**src/rtl/lwm_pkg.sv**
```systemverilog
package lwm_pkg;
    typedef enum logic [1:0] {
        PH_FREE = 2'd0,
        PH_ARM  = 2'd1,
        PH_RUN  = 2'd2
    } phase_e;
endpackage

```
**src/rtl/lwm_phase_ctl.sv**
```systemverilog
module lwm_phase_ctl
    import lwm_pkg::*;
#(
    parameter int WIN_LEN = 16
) (
    input  logic clk_i,
    input  logic rst_ni,
    input  logic primed_i,
    input  logic tick_i,
    output logic free_run_o,
    output logic count_en_o,
    output logic win_end_o
);
    localparam int IDX_W = $clog2(WIN_LEN);
    localparam logic [IDX_W-1:0] LAST_IDX = IDX_W'(WIN_LEN - 1);

    typedef struct packed {
        phase_e           phase;
        logic [IDX_W-1:0] idx;
    } state_t;

    state_t state_d, state_q;

    always_comb begin
        state_d    = state_q;
        count_en_o = tick_i && (state_q.phase == PH_RUN);
        win_end_o  = count_en_o && (state_q.idx == LAST_IDX);
        case (state_q.phase)
            PH_FREE: if (primed_i) state_d.phase = PH_ARM;
            PH_ARM:  if (tick_i) begin
                state_d.phase = PH_RUN;
                state_d.idx   = '0;
            end
            PH_RUN:  if (count_en_o) begin
                state_d.idx = win_end_o ? '0 : state_q.idx + 1'b1;
            end
            default: state_d.phase = PH_FREE;
        endcase
        free_run_o = (state_q.phase == PH_FREE);
    end

    always_ff @(posedge clk_i or negedge rst_ni) begin
        if (!rst_ni) begin
            state_q <= '{phase: PH_FREE, idx: '0};
        end else begin
            state_q <= state_d;
        end
    end
endmodule

```
**src/rtl/lwm_window_chan.sv**
```systemverilog
module lwm_window_chan #(
    parameter int WIN_LEN = 16,
    parameter int THR_W   = 4
) (
    input  logic             clk_i,
    input  logic             rst_ni,
    input  logic             count_en_i,
    input  logic             win_end_i,
    input  logic             ev_i,
    input  logic [THR_W-1:0] thr_i,
    input  logic             clr_i,
    output logic             flag_o
);
    localparam int CNT_W = $clog2(WIN_LEN + 1);

    typedef struct packed {
        logic [CNT_W-1:0] cnt;
        logic             flag;
    } state_t;

    state_t           state_d, state_q;
    logic [CNT_W-1:0] total;
    logic             set_hit;

    always_comb begin
        state_d = state_q;
        total   = state_q.cnt + CNT_W'(ev_i);
        set_hit = win_end_i && (total > CNT_W'(thr_i));
        if (count_en_i) begin
            state_d.cnt = win_end_i ? '0 : total;
        end
        state_d.flag = set_hit || (state_q.flag && !clr_i);
    end

    always_ff @(posedge clk_i or negedge rst_ni) begin
        if (!rst_ni) begin
            state_q <= '0;
        end else begin
            state_q <= state_d;
        end
    end

    assign flag_o = state_q.flag;
endmodule

```
**src/rtl/lwm_sat_counter.sv**
```systemverilog
module lwm_sat_counter #(
    parameter int WIDTH = 16
) (
    input  logic             clk_i,
    input  logic             rst_ni,
    input  logic             inc_i,
    output logic [WIDTH-1:0] cnt_o
);
    localparam logic [WIDTH-1:0] TOP = '1;

    logic [WIDTH-1:0] cnt_d, cnt_q;

    always_comb begin
        cnt_d = cnt_q;
        if (inc_i && (cnt_q != TOP)) begin
            cnt_d = cnt_q + 1'b1;
        end
    end

    always_ff @(posedge clk_i or negedge rst_ni) begin
        if (!rst_ni) begin
            cnt_q <= '0;
        end else begin
            cnt_q <= cnt_d;
        end
    end

    assign cnt_o = cnt_q;
endmodule

```
**src/rtl/lock_window_monitor.sv**
```systemverilog
module lock_window_monitor #(
    parameter int WIN_LEN = 16,
    parameter int THR_W   = 4,
    parameter int INV_W   = 16
) (
    input  logic             clk_i,
    input  logic             rst_ni,
    input  logic             tick_i,
    input  logic             out_win_i,
    input  logic             filt_slip_i,
    input  logic [THR_W-1:0] thr_main_i,
    input  logic [THR_W-1:0] thr_filt_i,
    input  logic             fifo_primed_i,
    input  logic             clr_i,
    output logic             free_run_o,
    output logic             unlock_main_o,
    output logic             unlock_filt_o,
    output logic [INV_W-1:0] invalid_cnt_o
);
    localparam int N_CHAN = 2;

    logic             count_en_w;
    logic             win_end_w;
    logic [N_CHAN-1:0]            ev_w;
    logic [N_CHAN-1:0][THR_W-1:0] thr_w;
    logic [N_CHAN-1:0]            flag_w;

    assign ev_w  = {filt_slip_i, out_win_i};
    assign thr_w = {thr_filt_i, thr_main_i};

    lwm_phase_ctl #(.WIN_LEN(WIN_LEN)) u_phase (
        .clk_i      (clk_i),
        .rst_ni     (rst_ni),
        .primed_i   (fifo_primed_i),
        .tick_i     (tick_i),
        .free_run_o (free_run_o),
        .count_en_o (count_en_w),
        .win_end_o  (win_end_w)
    );

    for (genvar c = 0; c < N_CHAN; c++) begin : g_chan
        lwm_window_chan #(.WIN_LEN(WIN_LEN), .THR_W(THR_W)) u_chan (
            .clk_i      (clk_i),
            .rst_ni     (rst_ni),
            .count_en_i (count_en_w),
            .win_end_i  (win_end_w),
            .ev_i       (ev_w[c]),
            .thr_i      (thr_w[c]),
            .clr_i      (clr_i),
            .flag_o     (flag_w[c])
        );
    end

    lwm_sat_counter #(.WIDTH(INV_W)) u_inv (
        .clk_i  (clk_i),
        .rst_ni (rst_ni),
        .inc_i  (tick_i && out_win_i),
        .cnt_o  (invalid_cnt_o)
    );

    assign unlock_main_o = flag_w[0];
    assign unlock_filt_o = flag_w[1];
endmodule

```
**config.mk**
```make
export PLATFORM = sky130hd
export DESIGN_NAME = lock_window_monitor
export DESIGN_NICKNAME = d
export VERILOG_FILES = /design/src/rtl/lwm_pkg.sv /design/src/rtl/lwm_phase_ctl.sv /design/src/rtl/lwm_window_chan.sv /design/src/rtl/lwm_sat_counter.sv /design/src/rtl/lock_window_monitor.sv
export SDC_FILE = /design/constraint.sdc
export NUM_CORES = 1
export LEC_CHECK = 0
export BUFFER_PORTS_ARGS = -buffer_cell sky130_fd_sc_hd__buf_2
export CAP_MARGIN = 30
export CORE_UTILIZATION = 47
export CTS_BUF_LIST = sky130_fd_sc_hd__clkbuf_4 sky130_fd_sc_hd__clkbuf_8
export DETAILED_ROUTE_END_ITERATION = 10
export GPL_ROUTABILITY_DRIVEN = 0
export PLACE_DENSITY = 0.69
export REMOVE_ABC_BUFFERS = 1
export SLEW_MARGIN = 15
export SYNTH_ARGS = -nofsm -noshare
export SYNTH_HDL_FRONTEND = slang
export SYNTH_SLANG_ARGS = --single-unit
```
**constraint.sdc**
```tcl
create_clock -name clk_i -period 2.4 [get_ports clk_i]
set_input_delay 0.12 -clock clk_i [delete_from_list [all_inputs] [get_ports clk_i]]
set_output_delay 0.12 -clock clk_i [all_outputs]
set_load 0.02 [all_outputs]
```
Word level (Yosys, flattened, before mapping)
Cells that the tools add are included.
{"block": "totals", "regBits": 34, "word_cells": 44}
{"block": "classes", "bitwise_logic": 1, "n_reduce_logical": 15, "magnitude_cmp": 2, "eq_ne": 7, "mux": 8, "addsub": 4}
{"op": "adder 16 x 1 -> 16 bit, second input constant", "count": 1}
{"op": "!= test 16 bit, second input constant", "count": 1}
{"op": "adder 5 x 1 -> 5 bit", "count": 2}
{"op": "greater-than comparator 5 x 4 -> 1 bit", "count": 2}
{"op": "two-way mux 5 bit", "count": 2}
{"op": "logical AND 1 bit", "count": 8}
{"op": "two-way mux 4 bit", "count": 2}
{"op": "one-hot mux 4 bit (2 select lines)", "count": 1}
{"op": "two-way mux 6 bit", "count": 1}
{"op": "!= test 2 bit, second input constant", "count": 3}
{"op": "one-hot mux 2 bit (3 select lines)", "count": 1}
{"op": "AND reduction 3 bit", "count": 2}
{"op": "adder 4 x 1 -> 4 bit, second input constant", "count": 1}
{"op": "== test 4 bit, second input constant", "count": 1}
{"op": "== test 2 x 1 -> 1 bit, second input constant", "count": 1}
{"op": "== test 2 bit, second input constant", "count": 1}
{"op": "logical NOT 2 bit", "count": 1}
{"op": "logical OR 1 bit", "count": 2}
{"op": "two-way mux 2 bit", "count": 1}
{"op": "nonzero test 2 bit", "count": 1}
{"op": "logical NOT 1 bit", "count": 1}
{"op": "NOT 1 bit", "count": 1}

Logic depth before layout (Yosys ltp)
{"block": "logic_depth", "ltp_word": 6, "ltp_mapped": 7}

Cells and area by module
From an unflattened synthesis, not the netlist that was laid out.
{"block": "unflattened", "cells_unflattened": 207, "area_unflattened_um2": 2090.8}
{"module": "lwm_window_chan", "area_per_inst_um2": 432.9, "seq_area_each_um2": 150.1, "instances": 2, "cells_per_inst": 47}
{"module": "lwm_sat_counter", "area_per_inst_um2": 859.6, "seq_area_each_um2": 400.4, "instances": 1, "cells_per_inst": 72}
{"module": "lwm_phase_ctl", "area_per_inst_um2": 359.1, "seq_area_each_um2": 150.1, "instances": 1, "cells_per_inst": 40}
{"module": "lock_window_monitor", "area_per_inst_um2": 6.3, "seq_area_each_um2": 0.0, "instances": 1, "cells_per_inst": 1}

Worst setup path after synthesis
OpenSTA, ideal clock, no wires.
{"block": "synth_timing", "kind": "flip-flop to flip-flop", "start": "register u_inv.cnt_q[0] (netlist: u_inv.cnt_o[0])", "end": "register u_inv.cnt_q[5] (netlist: u_inv.cnt_o[5])", "setup_time_ns": 0.133, "path_slack_ns": 0.687, "arrival_time_ns": 1.579, "stages_incl_launch_ff": 6, "cell_sequence": "dfrtp_1 ha_1 nand3_2 or3_4 o211a_1 xor2_1"}
{"block": "synth_via", "elab_chain_len": 2}
{"element": "start, declared", "line_no": "lwm_sat_counter.sv:11", "source": "logic [WIDTH-1:0] cnt_d, cnt_q;"}
{"element": "start signal, assigned", "line_no": "lwm_sat_counter.sv:24", "source": "cnt_q <= cnt_d;"}
{"element": "branches (longest 2 deep; another with adder 16 x 1 -> 16 bit)"}
Parallel ways; which one is timed is not known.
A chain may end at the register's enable or synchronous reset.

==> run summary <==
run status: complete, no violations
Setup CP Type: flop to flop
Worst Setup Start Kind: flop
Die Ht: 67.6 um
CP most frequent cell: ha_1
min Tclk post-route: 1.76 ns
setup violators final: 0
most common cell after layout, fill and taps aside: dfrtp_1
worst clock skew: 0.00598 ns
most frequent cells in the layout: dfrtp_1 (34), buf_2 (33), inv_1 (16)
Final Total Pwr: 0.00193 W
DRC Markers: 0
Syn Inst Count: 201
Via density: 5.49
global-route wire length before repair: 6.53 mm
Final nets: 267
total clock sinks: 34
r2r worst-path depth: 7
Die X: 67.6 um
post-route ant nets: 0
pin count of the biggest net entering global routing: 35
Avg Cell Area, Syn: 10.0 um2
CP max FO: 4
Initial DRC Count: 75
synth-to-layout area growth: 14.9%
Pint: 0.00121 W
Clock Path Buffers: 2
Critical Path Slowest Stage Cell: dfrtp_1
fmax: 567 MHz
RSZ-0062 raised after global routing: false
Final Hold Fails: 0
Switch Pwr: 0.000717 W
RR Startpoint: g_chan[0].u_chan.state_q[1]
grt ovf: 0
cts bufs inserted: 5
CP Launch Point: g_chan[0].u_chan.state_q[1]
worst slew pin tran: 0.742 ns
reg-to-reg endpoint: g_chan[0].u_chan.flag_o
sequential share of the synthesized area: 42.1%
IO Port Bufs: 33
period utilization: 73.5%
Arr. time, crit path: 1.93 ns
Comb pwr share: 32.8%
Rel. slew slack: 50.5%
PwrDens: 832 nW/um2
total wire length: 3.77 mm
I/O Pins: 34
worst reg2reg setup slack: 0.64 ns
EDFF count, synth: 0
post-DP HPWL: 2.76 mm
gr usage total: 19.2%
die area: 4560 um2
Post-synth ARST share: 100%
row count: 23
initial antenna violation count: 0
clock slew seen by the registers of the worst setup and hold paths: 0.06 ns
Syn Std Cell Area: 2020 um2
drt pass-1 iters: 4
antenna diode count: 0
Max-cap violations: 0
Initial Utilization: 49.8%
slowest stage delay, CP: 0.38 ns
CP required: 2.57 ns
min-delay worst type: input port to flop
sw frac: 37.1%
total leakage power: 1.15 nW
Final Max Slew Viols: 0
crit path capture: g_chan[0].u_chan.flag_o
layout cell share with drive strength beyond 1: 24.5%
vias after detailed routing: 1575
power share of the sequential group: 46.1%
core box area: 4060 um2
crit-path cells: ha_1, ha_1, xor2_1, ha_1, nand2_1, o21ai_0, a31o_2
clock share of power: 21.1%
Worst setup EP type: flop
H-tree levels: 2
Cell variety after synth: 47
Post-CTS Resized: 0
post-route setup TNS: 0 ns
wire length per cell: 13.1 um
ys flop type: dfrtp_1
vias in the first global route: 1444
yosys warns: 0
Worst-Skew Late Latency: 0.28 ns
CTS tree: done
Clock Tree Root: clkbuf_8
flops & latches, synth: 34
VDD IR-drop max: 0.604 mV
==> cell usage after synthesis, types with 3 or more instances <==
cell type | number | area [um2]
ha_1 | 14 | 175
nand4_1 | 4 | 25.0
nand3_1 | 13 | 65.1
xnor2_1 | 11 | 96.3
inv_1 | 16 | 60.1
o21ai_0 | 14 | 70.1
dfrtp_1 | 34 | 851
nor2_1 | 9 | 33.8
a21oi_1 | 10 | 50.1
o211ai_1 | 3 | 22.5
a22o_1 | 7 | 61.3
nand2_1 | 14 | 52.6
xor2_1 | 8 | 70.1
==> flip-flops by register name, summed over array words and instances, names as in the netlist <==
register	cells
u_phase.state_q	6
g_chan.u_chan.flag_o	2
g_chan.u_chan.state_q	10
u_inv.cnt_o	16
==> how the worst min path moves through the flow <==
stage	from	to	slack [ns]	cells past startpoint
finish	fifo_primed_i	u_phase.state_q[4]	0.08	3
global route	fifo_primed_i	u_phase.state_q[4]	0.12	3
global placement	rst_ni	g_chan[0].u_chan.state_q[4]	0.24	1
detailed placement	rst_ni	g_chan[0].u_chan.state_q[4]	0.23	1
floorplan	rst_ni	g_chan[0].u_chan.flag_o	-0.18	0
CTS	fifo_primed_i	u_phase.state_q[4]	0.08	3
==> per-stage QoR <==
stage / setup WS [ns] / hold WS (ns) / std cells / area [um2] / utilization (%)
after floorplan: 0.635 / -0.176 / 196 / 1990 / -
after global placement: 0.680 / 0.241 / 280 / 2230 / 54.9
after detailed placement: 0.645 / 0.227 / 280 / 2230 / 54.9
after CTS: 0.634 / 0.0773 / 287 / 2320 / 57.2
after global routing: 0.534 / 0.119 / 287 / 2320 / 57.2
final: 0.637 / 0.0784 / 287 / 2320 / 57.2
==> area by class of cell <==
type | instances | area [um2]
Timing Repair Buffer | 35 | 183
Multi-Input combinational cell | 146 | 1080
Clock buffer | 6 | 82.6
Fill cell | 371 | 1740
Tap cell | 50 | 62.6
Sequential cell | 34 | 851
Inverter | 16 | 60.1
==> logic make-up (layout without fill, tap and decap cells) <==
group / after synthesis / count (layout) / share of synthesized area (%)
buffers and inverters: 21 / 57 / 4.34
flip-flops: 34 / 34 / 42.1
AO/OA/AOI/OAI: 47 / 47 / 15.6
AND/OR/NAND/NOR: 63 / 63 / 19.1
adder cells (fa/ha/maj): 14 / 14 / 8.67
multiplexers: 3 / 3 / 1.98
XOR/XNOR: 19 / 19 / 8.24
==> worst max-delay path, delay by kind of cell, from the launching register on <==
family                   cells  cell delay [ns]
AO/OA/AOI/OAI                2             0.35
flip-flops                   1             0.38
AND/OR/NAND/NOR              1             0.06
XOR/XNOR                     1             0.16
adder cells (fa/ha/maj)      3             0.71
==> layer usage <==
| metal | track usage, % | wire [um] | vias up |
|---|---|---|---|
| met5 | 0 | 0 | - |
| met4 | 5.05 | 42 | 0 |
| met3 | 6.76 | 163 | 7 |
| met2 | 28.3 | 1660 | 32 |
| met1 | 26.5 | 1900 | 733 |
| li1 | - | - | 803 |
==> power by group through the flow <==
stage	Sequential [W]	Combinational (W)	Clock, W
4_1_cts	0.000888	0.000644	0.000422
5_1_grt	0.000918	0.000731	0.000453
3_3_place_gp	0.000890	0.000629	0
6_report	0.000890	0.000634	0.000407
3_5_place_dp	0.000894	0.000641	0
2_1_floorplan	0.000922	0.000407	0
==> timing repair <==
| action | 4_1_cts | 5_1_grt |
|---|---|---|
| hold buffers | 1 | 0 |
| hold endpoints to repair | 34 | 0 |
| setup buffers | 0 | 0 |
Power figures use the tool's default switching activity.
